`config.mk`:
```
export PLATFORM = sky130hd
export DESIGN_NAME = dslope_sequencer
export DESIGN_NICKNAME = d
export VERILOG_FILES = /design/src/rtl/dslope_sequencer.sv
export SDC_FILE = /design/constraint.sdc
export NUM_CORES = 1
export LEC_CHECK = 0
export BUFFER_PORTS_ARGS = -buffer_cell sky130_fd_sc_hd__buf_2
export CAP_MARGIN = 20
export CORE_ASPECT_RATIO = 0.6
export CORE_MARGIN = 2
export CORE_UTILIZATION = 55
export DETAILED_ROUTE_END_ITERATION = 10
export PLACE_DENSITY = 0.76
export SYNTH_ARGS = -nofsm -noshare
export SYNTH_HDL_FRONTEND = slang
export SYNTH_SLANG_ARGS = --single-unit
```
`constraint.sdc`:
```
create_clock -name clk -period 2.87 [get_ports clk]
set_input_delay 0.574 -clock clk [delete_from_list [all_inputs] [get_ports clk]]
set_output_delay 0.574 -clock clk [all_outputs]
set_load 0.01 [all_outputs]
```
`src/rtl/dslope_sequencer.sv`:
```
module dslope_sequencer #(
  parameter int PRESCALE     = 4,
  parameter int TOTAL_COUNTS = 4000,
  parameter int SIG_COUNTS   = 1000,
  parameter int DEINT_MAX    = 2000,
  parameter int ZI_MIN       = 11,
  parameter int ZI_MAX       = 140,
  parameter int ZI_MIN_OVR   = 31,
  parameter int ZI_MAX_OVR   = 640
) (
  input  logic       clk,
  input  logic       rst_n,
  input  logic       cmp_hi,
  output logic       sw_zero,
  output logic       sw_autozero,
  output logic       sw_signal,
  output logic       sw_ref_dn,
  output logic       sw_ref_up,
  output logic       rd_thou,
  output logic [3:0] rd_hund,
  output logic [3:0] rd_tens,
  output logic [3:0] rd_ones,
  output logic       rd_neg,
  output logic       rd_over,
  output logic       rd_valid
);
  localparam int PW = (PRESCALE > 1) ? $clog2(PRESCALE) : 1;
  localparam int CW = $clog2(TOTAL_COUNTS);
  localparam int ND = 3;

  typedef enum logic [1:0] {PH_ZERO, PH_AZ, PH_SIG, PH_DE} phase_t;

  phase_t          ph;
  logic            run;
  logic [PW-1:0]   pre;
  logic [CW-1:0]   tot, cnt;
  logic            zref, pol_neg, ovr_q;
  logic [4*ND:0]   bcd, bcd_inc;
  logic            end_ph;

  wire             tick    = (pre == PW'(PRESCALE - 1));
  wire [CW-1:0]    cnt_n   = cnt + 1'b1;
  wire             crossed = (cmp_hi == pol_neg);
  wire             zi_zero = (cmp_hi != zref);
  wire [CW-1:0]    zmin    = ovr_q ? CW'(ZI_MIN_OVR) : CW'(ZI_MIN);
  wire [CW-1:0]    zmax    = ovr_q ? CW'(ZI_MAX_OVR) : CW'(ZI_MAX);

  always_comb begin
    case (ph)
      PH_ZERO: end_ph = (cnt_n >= zmin && zi_zero) || cnt_n == zmax;
      PH_AZ:   end_ph = (tot == CW'(TOTAL_COUNTS - 1));
      PH_SIG:  end_ph = (cnt_n == CW'(SIG_COUNTS));
      default: end_ph = crossed || cnt_n == CW'(DEINT_MAX);
    endcase
  end

  always_comb begin
    logic carry;
    carry = 1'b1;
    bcd_inc = bcd;
    for (int i = 0; i < ND; i++) begin
      if (carry) begin
        if (bcd[4*i +: 4] == 4'd9) bcd_inc[4*i +: 4] = 4'd0;
        else begin
          bcd_inc[4*i +: 4] = bcd[4*i +: 4] + 4'd1;
          carry = 1'b0;
        end
      end
    end
    bcd_inc[4*ND] = bcd[4*ND] | carry;
  end

  always_ff @(posedge clk or negedge rst_n) begin
    if (!rst_n) begin
      pre      <= '0;
      ph       <= PH_ZERO;
      run      <= 1'b0;
      tot      <= CW'(SIG_COUNTS + DEINT_MAX);
      cnt      <= '0;
      zref     <= 1'b0;
      pol_neg  <= 1'b0;
      ovr_q    <= 1'b1;
      bcd      <= '0;
      rd_valid <= 1'b0;
      rd_neg   <= 1'b0;
      rd_over  <= 1'b0;
      {rd_thou, rd_hund, rd_tens, rd_ones} <= '0;
    end else begin
      run      <= 1'b1;
      rd_valid <= 1'b0;
      pre      <= tick ? '0 : pre + 1'b1;
      if (tick) begin
        tot <= (ph == PH_AZ && end_ph) ? '0 : tot + 1'b1;
        cnt <= end_ph ? '0 : cnt_n;
        if (end_ph) ph <= phase_t'(ph + 2'd1);
        case (ph)
          PH_SIG: if (end_ph) begin
            pol_neg <= ~cmp_hi;
            bcd     <= '0;
          end
          PH_DE: if (end_ph) begin
            zref     <= cmp_hi;
            ovr_q    <= ~crossed;
            rd_valid <= 1'b1;
            rd_neg   <= pol_neg;
            rd_over  <= ~crossed;
            {rd_thou, rd_hund, rd_tens, rd_ones} <= crossed ? bcd : '0;
          end else begin
            bcd <= bcd_inc;
          end
          default: ;
        endcase
      end
    end
  end

  assign sw_zero     = run && ph == PH_ZERO;
  assign sw_autozero = run && ph == PH_AZ;
  assign sw_signal   = run && ph == PH_SIG;
  assign sw_ref_dn   = run && ph == PH_DE && !pol_neg;
  assign sw_ref_up   = run && ph == PH_DE && pol_neg;
endmodule

```
==> impl_metrics.json, run 1 <==
{
  "status": "complete, no violations",
  "rsz0062_at_grt": "true",
  "vdd_drop_max_mv": 0.3813,
  "start_kind": "flip-flop",
  "antenna_found_initial": 0,
  "finalNonFillerCells": 515,
  "syn_to_final_growth_pct": 21.35,
  "p_leak_nw": 1.922,
  "relSlewSlack": 0.4599,
  "r2r_start": "cnt[1]$_DFFE_PN0P_",
  "yosysMostFrequentCell": "dfrtp_1",
  "postCtsHoldBufs": 0,
  "ant_nets": 0,
  "syn_area_um2": 3540,
  "numCtsBuffers": 9,
  "io_pins": 24,
  "ys.warnings.count": 0,
  "die_width_um": 107.6,
  "synthCells": 383,
  "fin_skew_ns": 0.01135,
  "r2r_end": "bcd[5]$_DFFE_PN0P_",
  "place.gp.congestion": 0.9597,
  "setup_viol_count_final": 0,
  "p_sw_mw": 1.316,
  "p_per_area_nw_per_um2": 783.7,
  "grt_max_degree": 35,
  "layout-drive-gt1-share": 0.2738,
  "combPwrFrac": 0.362,
  "ys_top_cells_by_area": "dfrtp_1 (37%), ha_1 (6.0%), dfstp_2 (5.9%), nand3_1 (4.8%), nor2_1 (3.5%)",
  "slew_viol_final": 0,
  "drv_cap": 0,
  "worst-endpoint-required_ns": 3.11,
  "synth_nets": 403,
  "pwr-share-clk": 0.252,
  "use_met3": 0.07291,
  "grt.busiest_layer": "met1",
  "rrSetupSlack_ns": 0.02,
  "grt_first_pass_wirelength_mm": 14.71,
  "intPower_mw": 2.050,
  "grtUsageMet1": 0.4174,
  "ys_seq_area_frac": 0.4341,
  "core_um2": 6166,
  "drtIter0Drc": 393,
  "port_buffers": 23,
  "wire_per_inst_um": 17.80,
  "grt_overflow": 0,
  "clock_path_buffers": 2,
  "drc": 0,
  "reg2reg_depth": 9,
  "grt_pass1_vias": 2844,
  "yosys.area.top_type": "dfrtp_1",
  "synth_edf_count": 0,
  "avgSynthCellArea_um2": 9.242,
  "wirelength_mm": 9.165,
  "dpl.cell_count": 495,
  "first_pass_iters": 6,
  "arrival_ns": 3.08,
  "synth.top_cells.by_count": "dfrtp_1 (53), nand3_1 (34), nor2_1 (33)",
  "crit_fanout": 6,
  "dp_hpwl_mm": 6.376,
  "worstSetupEndpointType": "flip-flop",
  "critPathKind": "flip-flop to flip-flop",
  "die_h_um": 66.14,
  "synth-seq-cells": 61,
  "finalCritPeriodShare": 0.9920,
  "insertion_delay_ns": 0.35,
  "synth_flop_cell": "dfrtp_1",
  "min_period_ns": 2.847,
  "start_util": 0.5741,
  "rows": 22,
  "min_path_type": "input pin to asynchronous set/reset pin",
  "vias": 3123,
  "clk_pin_slew_ns": 0.07,
  "synthArstFlopShare": 1.000,
  "die_area_um2": 7114,
  "final_nets": 446,
  "synth_top_area_share": 0.3747,
  "numClockSinks": 61,
  "use_met2": 0.3734,
  "h-tree-depth": 3,
  "viasPerCell": 6.064,
  "groute.usage.overall": 0.2727,
  "cts_tree": "done",
  "worstMarginPinSlew_ns": 0.8102,
  "post-route-util": 0.6966,
  "seq_power_share": 0.386,
  "fmaxAchievable_mhz": 351.3,
  "p_sw_frac": 0.3909,
  "report.final.hold_viol_count": 0,
  "synth_cell_types": 61,
  "antenna_cells": 0,
  "clock-root-buffer": "clkbuf_8"
}
[layer usage]
metal,vias up,routed length [um],part of all wire
met5,-,0,0
met4,0,89,0.0097
met3,11,772,0.084
met2,144,3897,0.43
met1,1518,4407,0.48
li1,1450,-,-
[how the worst max path moves through the flow]
stage	start	to	slack, ns	cells past startpoint
floorplan	cnt[0]$_DFFE_PN0P_	bcd[11]$_DFFE_PN0P_	0.009	11
global placement	cnt[1]$_DFFE_PN0P_	bcd[5]$_DFFE_PN0P_	-0.04	9
detailed placement	cnt[0]$_DFFE_PN0P_	bcd[5]$_DFFE_PN0P_	-0.07	9
CTS	cnt[1]$_DFFE_PN0P_	bcd[5]$_DFFE_PN0P_	-0.008	9
global route	cnt[2]$_DFFE_PN0P_	bcd[7]$_DFFE_PN0P_	-0.06	9
finish	cnt[1]$_DFFE_PN0P_	bcd[5]$_DFFE_PN0P_	0.02	9
[area by class of cell]
type	count	area, um^2
well taps	84	105.1
flip-flops and latches	61	1541
repair buffers	53	371.6
multi-input cells	282	1992
inverters	19	71.32
clock buffers	10	127.6
fillers	499	1871
clock inverters	6	86.33
[kinds of logic after synthesis]
family                   Yosys count  synth area share
flip-flops                        61            0.4341
AND/OR/NAND/NOR                  152            0.2213
other                              1          0.001059
multiplexers                      10           0.03005
buffers and inverters             40           0.05338
adder cells (fa/ha/maj)           17           0.06009
XOR/XNOR                          21           0.05196
AO/OA/AOI/OAI                     81            0.1481
[per-stage QoR]
step	power, mW	cell area [um^2]	hold WS, ns	worst slack, ns	setup TNS (ns)
2_1_floorplan	2.000	3573	0.2784	0.008637	0
3_3_place_gp	2.331	3884	0.4165	-0.03513	-0.03513
3_5_place_dp	2.377	3884	0.4332	-0.06955	-0.2136
4_1_cts	3.237	4115	0.3329	-0.007799	-0.007799
5_1_grt	3.553	4295	0.3697	-0.05543	-0.5455
6_report	3.366	4295	0.3135	0.02304	0
[state kept, by name (all words and copies together), names as in the netlist]
| register | flops |
|---|---|
| bcd | 13 |
| cnt | 12 |
| ovr_q | 1 |
| ph | 2 |
| pol_neg | 1 |
| pre | 2 |
| rd_hund | 4 |
| rd_neg | 1 |
| rd_ones | 4 |
| rd_over | 1 |
| rd_tens | 4 |
| rd_thou | 1 |
| rd_valid | 1 |
| run | 1 |
| tot | 12 |
| zref | 1 |
[cell usage in the layout (no fill, tap or decap), types with 3 or more instances in the layout]
cell,netlist,routed
nor3_1,9,8
inv_1,19,19
nand2_1,32,31
o21ai_0,23,21
nand4b_1,4,4
xor2_1,12,10
mux2i_1,5,5
nand3b_1,3,3
buf_4,4,24
or2_2,4,4
o211ai_1,4,4
clkbuf_8,0,9
and2_1,5,5
nand3_1,34,34
buf_6,3,5
dfrtp_2,0,4
a21o_1,3,3
ha_1,17,16
a21oi_1,13,13
a31oi_1,9,7
dfrtp_1,53,49
dfstp_2,8,8
buf_2,1,23
nand4_1,5,5
o22ai_1,5,5
nor2_1,33,30
mux2_2,5,5
xnor2_1,9,7
and3_1,5,4
o31ai_1,5,3
nor2_4,0,3
[critical path: stages (launching register included)]
cell and delay (ns):
dfrtp_2 0.46, ha_4 0.23, xor2_2 0.16, ha_1 0.32, nand4b_1 0.20, a221o_1 0.32
o311ai_4 0.32, o21ai_2 0.16, a21boi_2 0.20, mux2_2 0.36
[power groups by stage]
stage	clock, mW	sequential, mW	combinational, mW
finish	0.848	1.30	1.22
global route	0.895	1.33	1.33
CTS	0.858	1.28	1.10
detailed placement	0	1.29	1.09
global placement	0	1.28	1.05
floorplan	0	1.24	0.759
[what timing repair did]
item                       in CTS  in global routing
resized for setup               9                 30
pin swaps                       0                 11
setup endpoints to repair      14                 46
gates cloned                    0                  1
buffers inserted                0                  3
Power figures use the tool's default switching activity.
==> run 2, diff against run 1 <==
- ABC_AREA: default -> 1
==> run 2 against run 1 <==
Against the previous run:
- register-to-register slack gained 0.21 ns
- clock power shrank 15%
- design area shrank 7.1%
- area after synthesis is essentially flat
- largest cell class unchanged
- synthesized cell count grew 15%
- first-iteration DRC count shrank 45%
- hold slack lost 0.034 ns
==> impl_metrics.json, run 2 <==
{
  "viasPerCell": 5.247,
  "post-route-util": 0.6473,
  "syn_area_um2": 3542,
  "die_area_um2": 7119,
  "die_width_um": 107.6,
  "relSlewSlack": 0.5191,
  "cts_resized": 0,
  "wirelength_mm": 7.609,
  "antenna_cells": 0,
  "rsz0062_at_grt": "true",
  "grt_pass1_vias": 2735,
  "rows": 22,
  "design_area_um2": 3991,
  "numCtsBuffers": 9,
  "grt_first_pass_wirelength_mm": 12.86,
  "critPathKind": "flip-flop to flip-flop",
  "drv_cap": 0,
  "grt_overflow": 0,
  "status": "complete, no violations",
  "wire_per_inst_um": 13.61,
  "cpPeakStageDelay_ns": 0.45,
  "fin_skew_ns": 0.009814,
  "synth_cell_types": 37,
  "slew_viol_final": 0,
  "start_util": 0.5745,
  "ys_seq_area_frac": 0.4338,
  "clk_pin_slew_ns": 0.08,
  "synth_edf_count": 0,
  "worst-endpoint-required_ns": 3.12,
  "p_per_area_nw_per_um2": 403.5,
  "min_path_type": "input pin to asynchronous set/reset pin",
  "die_h_um": 66.16,
  "worstSetupEndpointType": "flip-flop",
  "io_pins": 24,
  "worstMarginPinSlew_ns": 0.7213,
  "arrival_ns": 2.88,
  "dp_hpwl_mm": 5.554,
  "regMostFlops": "bcd",
  "finalCritPeriodShare": 0.9179,
  "drtIter0Drc": 215,
  "grt_max_degree": 32,
  "final_cell_mix": "nand2_1 (125), inv_1 (55), dfrtp_1 (52)",
  "slowest_stage": "dfrtp_2",
  "core_um2": 6166,
  "yosysMostFrequentCell": "nand2_1",
  "final_common_cell": "nand2_1",
  "ant_nets": 0,
  "syn_to_final_growth_pct": 12.68,
  "avgSynthCellArea_um2": 8.032,
  "setup_viol_count_final": 0,
  "vias": 2933,
  "h-tree-depth": 3,
  "synthArstFlopShare": 1.000,
  "fmaxAchievable_mhz": 379.6,
  "p_leak_nw": 2.037,
  "numClockSinks": 61,
  "final_nets": 490,
  "cp_cell_sequence": "ha_1 > nand2_2 > inv_2 > nor2_4 > ha_1 > a21oi_1 > nor2_1 > nand2_1 > nand3_1 > nor2_1 > nand2_1 > nand2_1 > nand2_1 > nand2_1 > nand2_1 > nand2_4 > nand2_8 > buf_4 > o22ai_1",
  "ys.warnings.count": 0,
  "post_cts_buffers": 0,
  "synth.top_cells.by_count": "nand2_1 (125), inv_1 (55), dfrtp_1 (53)",
  "crit_top_cell": "nand2_1",
  "drc": 0,
  "largest_registers": "bcd: 13 flops, cnt: 12 flops, tot: 12 flops",
  "report.final.hold_viol_count": 0,
  "placed_area_um2": 3755,
  "layout-drive-gt1-share": 0.1874,
  "port_buffers": 23,
  "clock-root-buffer": "clkbuf_8",
  "insertion_delay_ns": 0.35,
  "total_power_mw": 1.610,
  "cts_tree": "done",
  "yosys.area.top_type": "dfrtp_1",
  "place.gp.congestion": 0.9145,
  "synth_flop_cell": "dfrtp_1",
  "synthCells": 441,
  "fin_tns_setup_ns": 0,
  "groute.usage.overall": 0.2383,
  "synth_nets": 461,
  "synth-seq-cells": 61,
  "crit_fanout": 12,
  "first_pass_iters": 5,
  "clock_path_buffers": 2,
  "start_kind": "flip-flop",
  "synth_top_area_share": 0.3744,
  "min_period_ns": 2.634,
  "largest_register_ffs": 13,
  "postCtsHoldBufs": 0,
  "vdd_drop_max_mv": 0.3488,
  "antenna_found_initial": 0,
  "ys_top_cells_by_area": "dfrtp_1 (37%), nand2_1 (13%), ha_1 (6.0%), dfstp_2 (5.9%), inv_1 (5.8%)"
}
run 2: critical path: cells and delay by family (launching register included):
family          cells  cell delay, ns
simple gates       13            1.04
fa+ha+maj           2            0.49
flops               1            0.45
compound gates      2            0.31
buf+inv             2            0.25
run 2: path summary, 6_finish.rpt:
kind	endpoint	cells past startpoint	from	slack, ns
worst min register to register	pre[0]$_DFF_PN0_	1	pre[0]$_DFF_PN0_	0.42
min in group clk	pre[0]$_DFF_PN0_	1	pre[0]$_DFF_PN0_	0.42
worst max-delay path	cnt[9]$_DFFE_PN0P_	19	cnt[1]$_DFFE_PN0P_	0.24
worst min-delay path	cnt[7]$_DFFE_PN0P_	1	rst_n	0.28
worst max register to register	cnt[9]$_DFFE_PN0P_	19	cnt[1]$_DFFE_PN0P_	0.24
max in group asynchronous	ovr_q$_DFFE_PN1P_	2	rst_n	1.91
run 2: where the power goes:
part           internal (mW)  switching [mW]
clock network          0.344           0.374
registers              0.860         0.00104
logic                0.00720          0.0241
total                   1.21           0.399
run 2: logic make-up (layout without fill, tap and decap cells):
logic type      count (synthesis)  after routing  share of synthesized area
xor+xnor                       17             17                    0.04203
simple gates                  238            238                     0.3169
fa+ha+maj                      17             17                    0.06005
buf+inv                        70            104                    0.08159
compound gates                 37             37                    0.06464
flops                          61             61                     0.4338
other cells                     1              1                   0.001059
run 2: final cells by class:
type | count | area, um^2
repair buffers | 29 | 172.7
well taps | 84 | 105.1
clock buffers | 10 | 137.6
inverters | 59 | 224.0
flip-flops and latches | 61 | 1538
fillers | 542 | 2175
multi-input cells | 310 | 1769
clock inverters | 6 | 45.04
run 2: through the flow:
step	instances	hold WS (ns)	setup slack, ns
2_1_floorplan	441	0.2784	0.4963
6_report	559	0.2798	0.2357
5_1_grt	559	0.3228	-0.01551
3_5_place_dp	543	0.4189	0.08910
3_3_place_gp	543	0.4155	0.2510
4_1_cts	559	0.2938	0.06974
run 2: per-layer routing:
metal	track usage	routed length, um
met2	0.3475	3269
met4	0.08333	140
met3	0.06108	424
met5	0	0
met1	0.3440	3775
